## src/rtl/edge_gpio_pkg.sv

```systemverilog
package edge_gpio_pkg;

  localparam int BANK_PINS = 8;
  localparam int BANK_STRIDE = 16;

  localparam logic [7:0] DRV_BASE  = 8'h2B;
  localparam logic [7:0] SNS_BASE  = 8'h33;
  localparam logic [7:0] EVT_BASE  = 8'h0B;
  localparam logic [7:0] MSK_BASE  = 8'h19;

  typedef enum logic [1:0] {
    EDGE_OFF  = 2'd0,
    EDGE_FALL = 2'd1,
    EDGE_RISE = 2'd2,
    EDGE_BOTH = 2'd3
  } edge_mode_e;

  typedef struct packed {
    logic       dir;
    logic       odrain;
    logic       pull_en;
    logic [1:0] pull_sel;
    logic       level;
  } drv_ctl_t;

  function automatic logic [7:0] drv_addr(input int p);
    return DRV_BASE + 8'((p / BANK_PINS) * BANK_STRIDE + (p % BANK_PINS));
  endfunction

  function automatic logic [7:0] sns_addr(input int p);
    return SNS_BASE + 8'((p / BANK_PINS) * BANK_STRIDE + (p % BANK_PINS));
  endfunction

endpackage

```

## src/rtl/edge_gpio_sync.sv

```systemverilog
module edge_gpio_sync #(
  parameter int WIDTH = 16
) (
  input  logic             clk,
  input  logic             rst_n,
  input  logic [WIDTH-1:0] din,
  output logic [WIDTH-1:0] level,
  output logic [WIDTH-1:0] level_prev
);

  logic [WIDTH-1:0] meta_q;
  logic [WIDTH-1:0] sync_q;
  logic [WIDTH-1:0] prev_q;

  always_ff @(posedge clk or negedge rst_n) begin
    if (!rst_n) begin
      meta_q <= '0;
      sync_q <= '0;
      prev_q <= '0;
    end else begin
      meta_q <= din;
      sync_q <= meta_q;
      prev_q <= sync_q;
    end
  end

  assign level      = sync_q;
  assign level_prev = prev_q;

endmodule

```

## src/rtl/edge_gpio_pin.sv

```systemverilog
module edge_gpio_pin
  import edge_gpio_pkg::*;
(
  input  logic       clk,
  input  logic       rst_n,
  input  logic       drv_we,
  input  logic       sns_we,
  input  logic [7:0] wdata,
  input  logic       lvl,
  input  logic       lvl_prev,
  output drv_ctl_t   drv_q,
  output logic [1:0] mode_q,
  output logic       edge_hit,
  output logic       pin_out,
  output logic       pin_oe
);

  drv_ctl_t   drv_d;
  edge_mode_e mode_d;
  logic       rise;
  logic       fall;

  always_comb begin
    drv_d  = drv_ctl_t'(wdata[5:0]);
    mode_d = edge_mode_e'(wdata[2:1]);
  end

  always_ff @(posedge clk or negedge rst_n) begin
    if (!rst_n) begin
      drv_q  <= '0;
      mode_q <= EDGE_OFF;
    end else begin
      if (drv_we) drv_q  <= drv_d;
      if (sns_we) mode_q <= mode_d;
    end
  end

  always_comb begin
    rise = lvl & ~lvl_prev;
    fall = ~lvl & lvl_prev;
    unique case (edge_mode_e'(mode_q))
      EDGE_FALL: edge_hit = fall;
      EDGE_RISE: edge_hit = rise;
      EDGE_BOTH: edge_hit = rise | fall;
      default:   edge_hit = 1'b0;
    endcase
  end

  assign pin_out = drv_q.level;
  assign pin_oe  = drv_q.dir & ~(drv_q.odrain & drv_q.level);


  dir_in_off_chk: assert property (@(posedge clk) disable iff (!rst_n)
    (drv_we && !wdata[5]) |=> !pin_oe);


  od_release_chk: assert property (@(posedge clk) disable iff (!rst_n)
    (drv_we && wdata[5] && wdata[4] && wdata[0]) |=> (!pin_oe && pin_out));

endmodule

```

## src/rtl/edge_gpio_bank.sv

```systemverilog
module edge_gpio_bank #(
  parameter int PINS = 8
) (
  input  logic            clk,
  input  logic            rst_n,
  input  logic [PINS-1:0] edge_hit,
  input  logic            evt_we,
  input  logic            msk_we,
  input  logic [PINS-1:0] wdata,
  output logic [PINS-1:0] evt_q,
  output logic [PINS-1:0] msk_q,
  output logic            req
);

  logic [PINS-1:0] clr_bits;
  logic [PINS-1:0] evt_d;

  always_comb begin
    clr_bits = evt_we ? wdata : '0;
    evt_d    = (evt_q & ~clr_bits) | edge_hit;
  end

  always_ff @(posedge clk or negedge rst_n) begin
    if (!rst_n) begin
      evt_q <= '0;
      msk_q <= '0;
    end else begin
      evt_q <= evt_d;
      if (msk_we) msk_q <= wdata;
    end
  end

  assign req = |(evt_q & ~msk_q);


  evt_cause_chk: assert property (@(posedge clk) disable iff (!rst_n)
    (edge_hit == '0) |=> ((evt_q & ~$past(evt_q)) == '0));


  evt_clear_chk: assert property (@(posedge clk) disable iff (!rst_n)
    evt_we |=> ((evt_q & $past(wdata & ~edge_hit)) == '0));


  evt_keep_chk: assert property (@(posedge clk) disable iff (!rst_n)
    (edge_hit != '0) |=> ((evt_q & $past(edge_hit)) == $past(edge_hit)));


  evt_hold_chk: assert property (@(posedge clk) disable iff (!rst_n)
    (!evt_we && edge_hit == '0) |=> $stable(evt_q));

endmodule

```

## src/rtl/edge_gpio_ctrl.sv

```systemverilog
module edge_gpio_ctrl
  import edge_gpio_pkg::*;
#(
  parameter  int NUM_BANKS = 2,
  localparam int PINS      = NUM_BANKS * BANK_PINS
) (
  input  logic            clk,
  input  logic            rst_n,
  input  logic [7:0]      bus_addr,
  input  logic            bus_we,
  input  logic [7:0]      bus_wdata,
  output logic [7:0]      bus_rdata,
  input  logic [PINS-1:0] pin_in,
  output logic [PINS-1:0] pin_out,
  output logic [PINS-1:0] pin_oe,
  output logic            irq
);

  logic [PINS-1:0]      lvl;
  logic [PINS-1:0]      lvl_prev;
  logic [PINS-1:0]      edge_hit;
  drv_ctl_t             drv_q  [PINS];
  logic [1:0]           mode_q [PINS];
  logic [BANK_PINS-1:0] evt_q  [NUM_BANKS];
  logic [BANK_PINS-1:0] msk_q  [NUM_BANKS];
  logic [NUM_BANKS-1:0] bank_req;

  edge_gpio_sync #(.WIDTH(PINS)) u_sync (
    .clk        (clk),
    .rst_n      (rst_n),
    .din        (pin_in),
    .level      (lvl),
    .level_prev (lvl_prev)
  );

  for (genvar p = 0; p < PINS; p++) begin : g_pin
    localparam logic [7:0] A_DRV = drv_addr(p);
    localparam logic [7:0] A_SNS = sns_addr(p);

    edge_gpio_pin u_pin (
      .clk      (clk),
      .rst_n    (rst_n),
      .drv_we   (bus_we && bus_addr == A_DRV),
      .sns_we   (bus_we && bus_addr == A_SNS),
      .wdata    (bus_wdata),
      .lvl      (lvl[p]),
      .lvl_prev (lvl_prev[p]),
      .drv_q    (drv_q[p]),
      .mode_q   (mode_q[p]),
      .edge_hit (edge_hit[p]),
      .pin_out  (pin_out[p]),
      .pin_oe   (pin_oe[p])
    );
  end

  for (genvar b = 0; b < NUM_BANKS; b++) begin : g_bank
    localparam logic [7:0] A_EVT = EVT_BASE + 8'(b);
    localparam logic [7:0] A_MSK = MSK_BASE + 8'(b);

    edge_gpio_bank #(.PINS(BANK_PINS)) u_bank (
      .clk      (clk),
      .rst_n    (rst_n),
      .edge_hit (edge_hit[b*BANK_PINS +: BANK_PINS]),
      .evt_we   (bus_we && bus_addr == A_EVT),
      .msk_we   (bus_we && bus_addr == A_MSK),
      .wdata    (bus_wdata),
      .evt_q    (evt_q[b]),
      .msk_q    (msk_q[b]),
      .req      (bank_req[b])
    );
  end

  always_comb begin
    bus_rdata = '0;
    for (int p = 0; p < PINS; p++) begin
      if (bus_addr == drv_addr(p)) bus_rdata = {2'b00, drv_q[p]};
      if (bus_addr == sns_addr(p)) bus_rdata = {5'b0, mode_q[p], lvl[p]};
    end
    for (int b = 0; b < NUM_BANKS; b++) begin
      if (bus_addr == EVT_BASE + 8'(b)) bus_rdata = evt_q[b];
      if (bus_addr == MSK_BASE + 8'(b)) bus_rdata = msk_q[b];
    end
  end

  assign irq = |bank_req;

endmodule

```

## config.mk

```make
export PLATFORM = sky130hd
export DESIGN_NAME = edge_gpio_ctrl
export DESIGN_NICKNAME = d
export VERILOG_FILES = /design/src/rtl/edge_gpio_pkg.sv /design/src/rtl/edge_gpio_sync.sv /design/src/rtl/edge_gpio_pin.sv /design/src/rtl/edge_gpio_bank.sv /design/src/rtl/edge_gpio_ctrl.sv
export SDC_FILE = /design/constraint.sdc
export NUM_CORES = 1
export LEC_CHECK = 0
export ABC_CLOCK_PERIOD_IN_PS = 3750
export BUFFER_PORTS_ARGS = -buffer_cell sky130_fd_sc_hd__buf_4
export CELL_PAD_IN_SITES_DETAIL_PLACEMENT = 1
export CELL_PAD_IN_SITES_GLOBAL_PLACEMENT = 2
export CORE_ASPECT_RATIO = 1.5
export CORE_UTILIZATION = 41
export CTS_BUF_LIST = sky130_fd_sc_hd__clkbuf_16
export DETAILED_ROUTE_END_ITERATION = 10
export GPL_TIMING_DRIVEN = 0
export PLACE_DENSITY_LB_ADDON = 0.1
export SYNTH_ARGS = -nofsm -noshare
export SYNTH_HDL_FRONTEND = slang
export SYNTH_HIERARCHICAL = 1
export SYNTH_SLANG_ARGS = --single-unit
```

## constraint.sdc

```tcl
create_clock -name clk -period 3.75 [get_ports clk]
set_clock_uncertainty 0.2 [all_clocks]
set_input_delay 0.75 -clock clk [delete_from_list [all_inputs] [get_ports clk]]
set_output_delay 0.75 -clock clk [all_outputs]
set_load 0.005 [all_outputs]
```

==> PnR_summary.wiki <==
{| class="wikitable"
! Metric !! Value
|-
| RSZ-0062 raised after global routing || true
|-
| Area inside the core boundary || 26,800 sq um
|-
| Antenna diode count || 0
|-
| Total DRC errors in the routed layout || 0
|-
| Part of the cycle the worst path needs || 105%
|-
| Slew margin rel. || 33.5%
|-
| Detailed router's first-iteration violation count || 454
|-
| Total net switching power || 0.00149 W
|-
| Clock-pin transition on the worst setup and hold timing paths || 0.06 ns
|-
| Post-Place Worst Slack || -1.12 ns
|-
| Count leader, synth || sky130_fd_sc_hd__dfrtp_1
|-
| Post-detailed-route via-to-cell ratio || 5.94
|-
| Routed wire length || 40,500 um
|-
| Count of flip-flops with a built-in enable after synthesis || 0
|-
| Predominant post-synthesis flop cell || sky130_fd_sc_hd__dfrtp_1
|-
| GR Util All Layers || 30.0%
|-
| Relative area change from synthesis to final layout || 22.8%
|-
| Maximum number of pins on one net before global-route repair || 118
|-
| Peak supply drop || 461 uV
|-
| Main area contributors after synthesis || sky130_fd_sc_hd__dfrtp_1 46%, sky130_fd_sc_hd__mux2_4 13%, sky130_fd_sc_hd__mux2_2 5.0%
|-
| Fraction of post-synthesis cell area in the top cell type by area || 46.3%
|-
| Number of warnings reported in the yosys synthesis log || 6
|-
| Iteration count of the initial detailed-routing pass || 5
|-
| Core Rows || 73
|-
| Power density of the placed cells || 392 nW/um^2
|-
| Static leakage power || 6.45 nW
|-
| Overall power of the completed layout || 0.00542 W
|-
| Max-Cap Viols || 0
|-
| H-tree depth reported by CTS || 1
|-
| Fraction of synthesis flops using an asynchronous set or reset pin || 100%
|-
| Kind of critical path || input port to output port
|-
| Layout Nets || 1,180
|-
| Number of buffers on the longest clock path || 3
|-
| GR Overflow Total || 0
|-
| Area enclosed by the die boundary || 28,100 sq um
|-
| Data arrival time of the critical path || 2.98 ns
|-
| Design area || 13,800 sq um
|-
| CP Launch Point || bus_addr[4]
|-
| Total clock buffers created by CTS || 23
|-
| Part of the total power dissipated in the clock network || 39.1%
|-
| Relative contribution of combinational cells to total power || 12.9%
|-
| Post-synthesis cell count || 996
|-
| Leading post-synthesis cells by instance count || 208 x sky130_fd_sc_hd__dfrtp_1, 96 x sky130_fd_sc_hd__mux2_4, 63 x sky130_fd_sc_hd__nor2_1, 61 x sky130_fd_sc_hd__nand2_1, 52 x sky130_fd_sc_hd__inv_1
|-
| Count of final hold-check violations || 0
|-
| # clock sinks || 208
|-
| Average detailed-routed wire length per instance || 27.7 um
|-
| Clk Latency, worst-skew pair || 0.53 ns
|-
| Internal power component || 0.00392 W
|-
| Vias in the first global route || 9,192
|-
| Antenna violations before repair || 0
|-
| FF-to-FF path depth || 6
|-
| Final setup violation count || 5
|-
| Starting Density || 42.0%
|-
| Least-Margin Pin Slew || 0.987 ns
|-
| Final core utilization || 51.6%
|-
| Sort of element at the start of the critical path || input port
|-
| Fmax || 255 MHz
|-
| Total of hold buffers inserted after clock tree synthesis || 0
|-
| Startpoint of the lowest-slack register-to-register path || u_sync/level[1]
|-
| Post-synthesis instance area || 11,300 sq um
|-
| Post-synthesis cell type with the largest combined area || sky130_fd_sc_hd__dfrtp_1
|-
| Layout cells sized above 1 || 37.1%
|-
| Element type at the critical path end || output port
|-
| Total negative setup slack || -0.498 ns
|-
| Total cell area at the placement stage || 12,300 sq um
|-
| Synth unique cells || 72
|-
| Violated checks || negative setup slack
|-
| Tmin final || 3.93 ns
|-
| Clock root buffer || sky130_fd_sc_hd__clkbuf_16
|-
| Routability-driven placement congestion ratio || 0.930
|-
| Required time of the worst setup path || 2.80 ns
|-
| Seq/Total Area, Yosys || 46.3%
|-
| Residual antenna-violating net count after detailed routing || 0
|-
| Vertical die dimension || 205 um
|-
| Run status || complete, but fails checks
|-
| Dpl hpwl || 29,000 um
|-
| First-pass GRT wire length || 60,300 um
|-
| Count of pins over their slew limit || 0
|-
| I/O pins || 76
|-
| Avg Synthesized Cell Area || 11.3 sq um
|-
| Fraction of power spent switching nets || 27.6%
|-
| Die extent in x || 137 um
|-
| Class of the worst hold path || input port to async pin
|-
| IO buf count || 75
|-
| Post-route setup slack || -0.176 ns
|-
| Sequential fraction of design power || 48.0%
|-
| End point of the critical path || bus_rdata[1]
|-
| Highest fanout seen on the critical path || 5
|-
| Total vias in the final route || 8,701
|-
| Capturing point of the worst reg2reg path || g_bank[0].u_bank/evt_q[1]
|-
| Synth Register Bits || 208
|-
| CTS tree || done
|-
| Setup slack of the worst register-to-register path || 1.81 ns
|-
| Net count after synthesis || 1,063
|}
## sequential cells by signal, summed over array words and instances, names as in the netlist
name and flops:
u_sync/level_prev 16, u_sync/level 16, u_sync/meta_q 16, g_pin.u_pin/drv_q 80, g_bank.u_bank/msk_q 16, g_bank.u_bank/evt_q 16
g_pin.u_pin/mode_q 32, g_pin.u_pin/pin_out 16
## cells by family after synthesis
logic type / Yosys count / synth area share (%)
and+or+nand+nor: 237 / 10.8
AOI/OAI and AO/OA: 234 / 14.4
DFF: 208 / 46.3
muxes: 158 / 18.9
buffers and inverters: 127 / 6.10
adders and majority gates: 32 / 3.56
## critical path, stage by stage
cell                       delay (ns)
sky130_fd_sc_hd__buf_12          0.11
sky130_fd_sc_hd__buf_8           0.12
sky130_fd_sc_hd__or4b_4          0.54
sky130_fd_sc_hd__buf_12          0.18
sky130_fd_sc_hd__nor3_4          0.30
sky130_fd_sc_hd__a31o_2          0.17
sky130_fd_sc_hd__nor3_2          0.04
sky130_fd_sc_hd__o221ai_2        0.26
sky130_fd_sc_hd__a31oi_1         0.14
sky130_fd_sc_hd__o21ai_1         0.21
sky130_fd_sc_hd__buf_4           0.15
## per-stage QoR
step	cells	hold WS [ns]
2_1_floorplan	996	0.131
3_3_place_gp	1408	0.132
3_5_place_dp	1409	0.136
4_1_cts	1461	0.0578
5_1_grt	1464	0.0778
6_report	1464	0.0231
## cell type report
type                    instances  area (sq um)
repair buffers                100           835
clock inverters                16           100
plain buffers                  65           598
fillers                      2808         12900
flip-flops and latches        208          5210
clock buffers                  23           576
inverters                      54           203
multi-input cells             661          5880
well taps                     337           422
## what timing repair did
item                                    CTS  global route
pin swaps                                28            13
buffers inserted                         18             5
resized for setup                       128            33
endpoints found under the setup margin    8             6
cloned                                    1             0
## power by group through the flow
stage	clock network (W)	logic, W	registers, W
final	0.00212	0.000696	0.00260
after CTS	0.00218	0.000690	0.00260
after detailed placement	0	0.000629	0.00263
after floorplan	0	0.000357	0.00256
after global routing	0.00225	0.000752	0.00262
after global placement	0	0.000609	0.00263
## worst min path at each step
| stage | endpoint | slack [ns] | cells past startpoint |
|---|---|---|---|
| 3_3_place_gp | u_sync/level[7] | 0.13 | 0 |
| 2_1_floorplan | u_sync/level[0] | 0.13 | 0 |
| 4_1_cts | g_bank[1].u_bank/evt_q[6] | 0.06 | 1 |
| 5_1_grt | g_bank[1].u_bank/evt_q[6] | 0.08 | 1 |
| 3_5_place_dp | u_sync/level[3] | 0.14 | 0 |
| 6_report | g_bank[1].u_bank/msk_q[6] | 0.02 | 1 |
## per-layer routing
layer | part of all wire [%] | track usage, % | vias up | routed length [um]
met2 | 50 | 50.9 | 244 | 20300
li1 | - | - | 3810 | -
met3 | 3.3 | 2.80 | 100 | 1320
met4 | 6.3 | 17.5 | 0 | 2540
met1 | 40 | 36.8 | 4547 | 16300
met5 | 0 | 0 | - | 0
## cells in the final DEF, fill, tap and decap left out, types with 5 or more instances in the layout
master / count
sky130_fd_sc_hd__a21boi_0: 16
sky130_fd_sc_hd__a21o_1: 18
sky130_fd_sc_hd__a21oi_1: 19
sky130_fd_sc_hd__a221o_1: 6
sky130_fd_sc_hd__a22o_1: 7
sky130_fd_sc_hd__a22oi_1: 12
sky130_fd_sc_hd__a31oi_1: 8
sky130_fd_sc_hd__a32oi_1: 6
sky130_fd_sc_hd__and2_1: 9
sky130_fd_sc_hd__buf_2: 5
sky130_fd_sc_hd__buf_4: 113
sky130_fd_sc_hd__buf_6: 22
sky130_fd_sc_hd__buf_8: 7
sky130_fd_sc_hd__clkbuf_16: 23
sky130_fd_sc_hd__clkinv_1: 5
sky130_fd_sc_hd__dfrtp_1: 207
sky130_fd_sc_hd__ha_1: 32
sky130_fd_sc_hd__inv_1: 59
sky130_fd_sc_hd__mux2_2: 50
sky130_fd_sc_hd__mux2_4: 96
sky130_fd_sc_hd__mux2i_1: 11
sky130_fd_sc_hd__nand2_1: 58
sky130_fd_sc_hd__nand3_1: 9
sky130_fd_sc_hd__nand4_1: 5
sky130_fd_sc_hd__nor2_1: 58
sky130_fd_sc_hd__nor2b_1: 33
sky130_fd_sc_hd__nor3_2: 6
sky130_fd_sc_hd__nor3_4: 7
sky130_fd_sc_hd__o21ai_0: 49
sky130_fd_sc_hd__o22ai_1: 16
sky130_fd_sc_hd__o31ai_1: 5
Note: power is estimated with default switching activity, not from simulation.
